File: src/rtl/ptr_addr_gen.sv
module ptr_addr_gen #(
  parameter int AW = 16,
  parameter int QW = 6
) (
  input  logic          clk,
  input  logic          rst_n,
  input  logic          start,
  input  logic [2:0]    op_mode,
  input  logic [1:0]    op_ptr,
  input  logic          op_store,
  input  logic [QW-1:0] disp,
  input  logic [AW-1:0] konst,
  input  logic [AW-1:0] ptr_x,
  input  logic [AW-1:0] ptr_y,
  input  logic [AW-1:0] ptr_z,
  output logic          mem_req,
  output logic          mem_we,
  output logic [AW-1:0] mem_addr,
  output logic          wb_en,
  output logic [1:0]    wb_ptr,
  output logic [AW-1:0] wb_val,
  output logic          done,
  output logic          busy
);
  localparam logic [2:0] M_PLAIN = 3'd0, M_POST = 3'd1, M_PRE = 3'd2,
                         M_DISP = 3'd3, M_DIR = 3'd4;

  logic          ph_acc, ph_fin;
  logic [AW-1:0] addr_q, wbv_q;
  logic          we_q, upd_q;
  logic [1:0]    sel_q;
  logic [AW-1:0] pval, addr_d, wbv_d;
  logic          legal, accept;

  always_comb begin
    case (op_ptr)
      2'd0:    pval = ptr_x;
      2'd1:    pval = ptr_y;
      default: pval = ptr_z;
    endcase
  end

  always_comb begin
    case (op_mode)
      M_PLAIN, M_POST: legal = (op_ptr != 2'd3);
      M_PRE:           legal = (op_ptr != 2'd3);
      M_DISP:          legal = (op_ptr == 2'd1) || (op_ptr == 2'd2);
      M_DIR:           legal = 1'b1;
      default:         legal = 1'b0;
    endcase
  end

  always_comb begin
    case (op_mode)
      M_PRE:   addr_d = pval - 1'b1;
      M_DISP:  addr_d = pval + AW'(disp);
      M_DIR:   addr_d = konst;
      default: addr_d = pval;
    endcase
  end

  assign wbv_d  = (op_mode == M_POST) ? pval + 1'b1 : pval - 1'b1;
  assign busy   = ph_acc | ph_fin;
  assign accept = start & ~busy & legal;

  always_ff @(posedge clk) begin
    if (!rst_n) begin
      ph_acc <= 1'b0;
      ph_fin <= 1'b0;
      addr_q <= '0;
      wbv_q  <= '0;
      we_q   <= 1'b0;
      upd_q  <= 1'b0;
      sel_q  <= 2'd0;
    end else begin
      ph_acc <= accept;
      ph_fin <= ph_acc;
      if (accept) begin
        addr_q <= addr_d;
        wbv_q  <= wbv_d;
        we_q   <= op_store;
        upd_q  <= (op_mode == M_POST) || (op_mode == M_PRE);
        sel_q  <= op_ptr;
      end
    end
  end

  assign mem_req  = ph_acc;
  assign mem_we   = ph_acc & we_q;
  assign mem_addr = addr_q;
  assign done     = ph_fin;
  assign wb_en    = ph_fin & upd_q;
  assign wb_ptr   = sel_q;
  assign wb_val   = wbv_q;

  a_r1_reset_quiet: assert property (@(posedge clk)
    !rst_n |=> !mem_req && !done && !wb_en && !busy);
  a_r2_req_then_done: assert property (@(posedge clk) disable iff (!rst_n)
    mem_req |=> done && !mem_req);
  a_r2_done_after_req: assert property (@(posedge clk) disable iff (!rst_n)
    done |-> $past(mem_req));
  a_r2_exclusive: assert property (@(posedge clk) disable iff (!rst_n)
    $onehot0({mem_req, done}));
  a_r4_r5_wb_value: assert property (@(posedge clk) disable iff (!rst_n)
    wb_en |-> (wb_val == $past(mem_addr)) || (wb_val == $past(mem_addr) + 1'b1));
  a_r10_hold_addr: assert property (@(posedge clk) disable iff (!rst_n)
    mem_req && $past(mem_req) |-> 1'b0);
  a_r9_we_needs_req: assert property (@(posedge clk) disable iff (!rst_n)
    mem_we |-> mem_req);
endmodule

File: config.mk
export PLATFORM = sky130hd
export DESIGN_NAME = ptr_addr_gen
export DESIGN_NICKNAME = d
export VERILOG_FILES = /design/src/rtl/ptr_addr_gen.sv
export SDC_FILE = /design/constraint.sdc
export NUM_CORES = 1
export LEC_CHECK = 0
export BUFFER_PORTS_ARGS = -buffer_cell sky130_fd_sc_hd__buf_2
export CAP_MARGIN = 20
export CORE_AREA = 2 2 85 87
export DETAILED_ROUTE_END_ITERATION = 16
export DIE_AREA = 0 0 87 89
export HOLD_SLACK_MARGIN = 0.06
export PLACE_DENSITY = 0.79
export SLEW_MARGIN = 5
export SYNTH_ARGS = -nofsm -noshare
export SYNTH_HDL_FRONTEND = slang
export SYNTH_SLANG_ARGS = --single-unit
File: constraint.sdc
create_clock -name clk -period 4.8 [get_ports clk]
set_input_delay 0.96 -clock clk [delete_from_list [all_inputs] [get_ports clk]]
set_output_delay 0.96 -clock clk [all_outputs]
set_load 0.01 [all_outputs]
==> results of run 1 <==
[registers in the layout (all words and copies together) (netlist names)]
name	flops
wb_val	16
upd_q	1
wb_ptr	2
we_q	1
mem_addr	16
mem_req	1
done	1
[stage by stage]
| stage | setup slack, ns | hold WS (ns) | cells |
|---|---|---|---|
| floorplan | 0.9846 | 0.4317 | 441 |
| global placement | 0.5587 | 0.4371 | 618 |
| detailed placement | 0.4220 | 0.4365 | 618 |
| CTS | 0.7110 | 0.4516 | 625 |
| global route | 0.4542 | 0.4747 | 625 |
| finish | 0.6796 | 0.4485 | 625 |
[layout make-up]
cell class	count	area (um2)
repair buffers	123	630.6
well taps	80	100.1
inverters	18	67.56
multi-input cells	359	2420
fillers	643	2661
flip-flops and latches	38	760.7
clock buffers	5	68.82
clock inverters	2	10.01
[power groups by stage]
stage | Combinational, mW | Clock [mW] | Sequential (mW)
floorplan | 0.244 | 0 | 0.370
global placement | 0.367 | 0 | 0.358
detailed placement | 0.374 | 0 | 0.359
CTS | 0.375 | 0.208 | 0.352
global route | 0.418 | 0.224 | 0.355
finish | 0.384 | 0.208 | 0.352
[synthesized netlist by cell type, drive strengths merged, types with 4 or more instances]
| library cell | count | area [um2] |
|---|---|---|
| or3 | 6 | 42.54 |
| o31ai | 5 | 37.54 |
| dfxtp | 38 | 760.7 |
| a21o | 10 | 75.07 |
| ha | 12 | 150.1 |
| nor2 | 34 | 143.9 |
| nor4 | 8 | 92.58 |
| o22ai | 5 | 31.28 |
| inv | 17 | 63.81 |
| a211oi | 8 | 60.06 |
| a22o | 21 | 183.9 |
| or4 | 4 | 37.53 |
| clkbuf | 17 | 65.06 |
| buf | 9 | 72.57 |
| nand2 | 44 | 165.2 |
| a22oi | 4 | 35.03 |
| and2 | 6 | 37.54 |
| xnor2 | 24 | 210.2 |
| nor3 | 15 | 80.08 |
| a21oi | 47 | 280.3 |
| nand3 | 11 | 60.06 |
| o21ai | 36 | 180.2 |
| xor2 | 9 | 78.83 |
[cell families (layout without fill, tap and decap cells)]
group	count (synthesis)	after routing	synth area share
multiplexers	2	2	0.006282
flip-flops	38	38	0.2247
adder cells (fa/ha/maj)	13	13	0.05026
XOR/XNOR	33	33	0.08537
buffers and inverters	44	148	0.06060
AO/OA/AOI/OAI	168	168	0.3467
AND/OR/NAND/NOR	143	143	0.2262
[per-layer routing]
metal  global-route usage  routed length (um)  vias to the layer above
li1                     -                   -                     1838
met1               0.3953                4614                     1789
met2               0.4511                4774                      272
met3              0.06094                1284                       26
met4              0.07670                 233                        0
met5                    0                   0                        -
[worst min path at each step]
| stage | to | slack, ns | cells past startpoint |
|---|---|---|---|
| global route | we_q | 0.47 | 2 |
| floorplan | we_q | 0.43 | 2 |
| finish | mem_addr[4] | 0.45 | 1 |
| global placement | mem_addr[4] | 0.44 | 1 |
| CTS | wb_val[1] | 0.45 | 2 |
| detailed placement | mem_addr[4] | 0.44 | 1 |
==> results.ini, run 1 <==
[pwr]
clkPwrFrac=0.220
comb_power_share=0.407
leakagePower_nw=1.778
switchingPower_mw=0.3592
power_density_nw_per_um2=232.5
irDropWorstVdd_v=0.0001093
p_int_mw=0.5843
netSwitchingFraction=0.3807
total_power_mw=0.9435
seq_power_share=0.373

[floorplan]
dieArea_um2=7743
die_h_um=89
rows=30
start_util=0.5039
die_w_um=87
core-area_um2=6719
io_pins=118

[global_route]
antenna_found_initial=0
grt_pass1_vias=3554
grt_usage=0.2856
grt_pass1_wl_um=17550
grt-ovfl-total=0
grt_max_degree=47

[layout]
final_common_cell=buf_2
diodes=0
final_cell_mix=buf_2, nand2_1, a21oi_1
post-route-util=0.6039
stdcell_area_um2=4058
drive_gt1_frac=0.2881
nets=637
area_growth_pct=19.84

[synthesis]
netlist_area_um2=3386
synth_edf_count=0
ys_types=71
synthFlopType=dfxtp_1
synth_nets=533
ys_ff_latch=38
async_reset_ff_frac=0
avgSynthCellArea_um2=7.677
synthCells=441
yosysSeqAreaShare=0.2247
ys_warn_count=0

[drt]
drt-vias-per-instance=6.280
drt-pass1-iter-count=7
final_antenna_net_count=0
drcViolationCount=0
vias=3925
first_iter_violations=491
wirelength_um=10910
avgRoutedWirePerCell_um=17.45

[worst_setup_path]
critPathTopFamily=simple AND/OR/NAND/NOR gates
cp-start-kind=input port
arrival_ns=4.34
crit_path_start=op_ptr[0]
crit_path_max_fanout=17
required_ns=5.02
crit_type=input port to register
cp-endpoint=mem_addr[13]
slowest_delay_ns=0.44
worst-path-buf-inv=4
cp.depth=15
r2r_cells=6
cp-end-kind=register
r2r_start=mem_req
path_cells=buf_2 > inv_1 > ha_1 > buf_4 > a22oi_2 > and2_0 > inv_1 > ha_1 > o211ai_1 > or2_2 > a311o_1 > nor3_1 > xor2_1 > or3_1 > o211ai_1
ff2ff_setup_slack_ns=2.88
r2r-end=mem_addr[11]
slowest_stage=a311o_1

[clock_tree]
clk_pin_slew_ns=0.07
post-cts-setup-buffers=0
tritoncts=yes
cts_buffers=5
clk_latency_ns=0.29
clockRootBuffer=clkbuf_8
hold_buffers=0
cts.sinks=38
clockBufferDepth=2
h-tree-depth=2
cts_resized=0

[run_status]
outcome=completed

[placed_design]
portBuffers=117
gp_congestion=0.9822
place_hpwl_um=8461
place_area_um2=3979

[sta]
fmax_mhz=242.7
maxSlewHeadroom=0.3574
period_needed_ns=4.120
setup_violations=0
hold_viol_final=0
rsz0062_at_grt=no
skew_ns=0.004932
tightest_slew_ns=0.9639
drv_slew=0
tns_ns=0
period_share=0.8584

[flow_run]
cap_violations=0

[min_path]
min_from=mem_addr[4]
min_path_type=register to register

(Power assumes the default switching activity.)
==> inputs of run 2 (changes only) <==
Settings changed: REMOVE_ABC_BUFFERS from default to 1.
==> run 2 against run 1 <==
- worst setup slack better by 0.015 ns
- global-route usage is 1.7 points higher
- non-clock buffer count is 6 higher
- first-iteration DRC count is 31% lower
==> results.ini, run 2 (same netlist as run 1, synthesis figures left out) <==
[run_status]
outcome=completed  ; unchanged

[drt]
vias=3829  ; was 3925
drt-pass1-iter-count=5  ; was 7
avgRoutedWirePerCell_um=18.32  ; was 17.45 um
final_antenna_net_count=0  ; unchanged
drt-vias-per-instance=6.078  ; was 6.280
first_iter_violations=339  ; was 491
drcViolationCount=0  ; unchanged
wirelength_um=11540  ; was 10910 um

[clock_tree]
cts_buffers=5  ; unchanged
h-tree-depth=2  ; unchanged
hold_buffers=0  ; unchanged
cts_resized=0  ; unchanged
cts.sinks=38  ; unchanged
clockBufferDepth=2  ; unchanged
tritoncts=yes  ; unchanged
clk_pin_slew_ns=0.07  ; about the same
post-cts-setup-buffers=0  ; unchanged
clk_latency_ns=0.30  ; was 0.29 ns
clockRootBuffer=clkbuf_8  ; unchanged

[pwr]
switchingPower_mw=0.3661  ; was 0.3592 mW
clkPwrFrac=0.236  ; was 0.220
power_density_nw_per_um2=236.1  ; was 232.5 nW/um2
total_power_mw=0.9697  ; was 0.9435 mW
irDropWorstVdd_v=0.0001030  ; was 0.0001093 V
comb_power_share=0.402  ; was 0.407
leakagePower_nw=1.804  ; was 1.778 nW
p_int_mw=0.6037  ; was 0.5843 mW
netSwitchingFraction=0.3775  ; was 0.3807
seq_power_share=0.363  ; was 0.373

[floorplan]
die_h_um=89  ; unchanged
die_w_um=87  ; unchanged
start_util=0.5039  ; unchanged
core-area_um2=6719  ; unchanged
rows=30  ; unchanged
io_pins=118  ; unchanged
dieArea_um2=7743  ; unchanged

[global_route]
grt-ovfl-total=0  ; unchanged
grt_max_degree=47  ; unchanged
met3_usage=0.03416  ; was 0.06094
grt_usage=0.3023  ; was 0.2856
grt_pass1_vias=3550  ; was 3554
grtUsageMet1=0.4098  ; was 0.3953
top_usage_layer=met2  ; unchanged
antenna_found_initial=0  ; unchanged
grt_pass1_wl_um=18110  ; was 17550 um
gr-usage-met2=0.5045  ; was 0.4511

[worst_setup_path]
crit_type=input port to register  ; unchanged
cp-start-kind=input port  ; unchanged
arrival_ns=4.32  ; was 4.34 ns
crit_path_max_fanout=9  ; was 17
cp-end-kind=register  ; unchanged
required_ns=5.02  ; about the same
ff2ff_setup_slack_ns=2.90  ; was 2.88 ns

[min_path]
min_path_type=register to register  ; unchanged

[placed_design]
place_area_um2=4024  ; was 3979 um2
post-place-ws_ns=0.4365  ; was 0.4220 ns
portBuffers=117  ; unchanged
place_hpwl_um=8861  ; was 8461 um
gp_congestion=0.9429  ; was 0.9822
place_inst=624  ; was 618

[sta]
timing.hold.ws_ns=0.4547  ; was 0.4485 ns
setup_slack_ns=0.6946  ; was 0.6796 ns
rsz0062_at_grt=no  ; unchanged
setup_violations=0  ; unchanged
maxSlewHeadroom=0.4063  ; was 0.3574
hold_viol_final=0  ; unchanged
tns_ns=0  ; unchanged
drv_slew=0  ; unchanged
period_share=0.8553  ; was 0.8584
fmax_mhz=243.6  ; was 242.7 MHz
tightest_slew_ns=0.8873  ; was 0.9639 ns
skew_ns=0.01376  ; was 0.004932 ns
period_needed_ns=4.105  ; was 4.120 ns

[layout]
diodes=0  ; unchanged
drive_gt1_frac=0.2945  ; was 0.2881
post-route-util=0.6112  ; was 0.6039
final_cells=630  ; was 625
final_common_cell=buf_2  ; unchanged
nets=643  ; was 637
stdcell_area_um2=4106  ; was 4058 um2
final_cell_mix=buf_2, nand2_1, a21oi_1  ; unchanged
area_growth_pct=21.29  ; was 19.84%

[flow_run]
cap_violations=0  ; unchanged

run 2: cell count changes in the layout (fill, tap and decap cells not counted):
cell and change:
buf_4 +6, clkbuf_8 +1, clkinv_2 -2
run 2: critical path: stages:
cell	delay (ns)
buf_2	0.12
inv_1	0.07
ha_1	0.51
or3b_1	0.23
and2_0	0.36
inv_1	0.09
ha_1	0.36
o211ai_1	0.13
or2_2	0.30
a311o_1	0.41
nor3_1	0.25
xor2_1	0.10
or3_1	0.33
o211ai_1	0.09
run 2: path summary, 6_finish.rpt:
check | startpoint | to | cells past startpoint
worst max-delay path | op_ptr[1] | mem_addr[13] | 14
worst min-delay path | wb_ptr[0] | wb_ptr[0] | 2
worst max register to register | done | mem_addr[7] | 6
worst min register to register | wb_ptr[0] | wb_ptr[0] | 2
run 2: layout make-up:
type,instances,area [um2]
inverters,18,67.56
well taps,80,100.1
multi-input cells,359,2420
clock buffers,6,82.58
fillers,644,2613
flip-flops and latches,38,760.7
repair buffers,129,675.6
run 2: routing by layer:
metal / up-vias / routed length (um)
met4: 0 / 153
met5: - / 0
li1: 1850 / -
met2: 192 / 5336
met3: 11 / 794
met1: 1776 / 5258
run 2: power by group through the flow:
stage               clock network [mW]  logic [mW]  registers, mW
finish                           0.228       0.390          0.352
global placement                     0       0.379          0.358
global route                     0.245       0.426          0.354
floorplan                            0       0.229          0.370
CTS                              0.231       0.384          0.352
detailed placement                   0       0.382          0.359
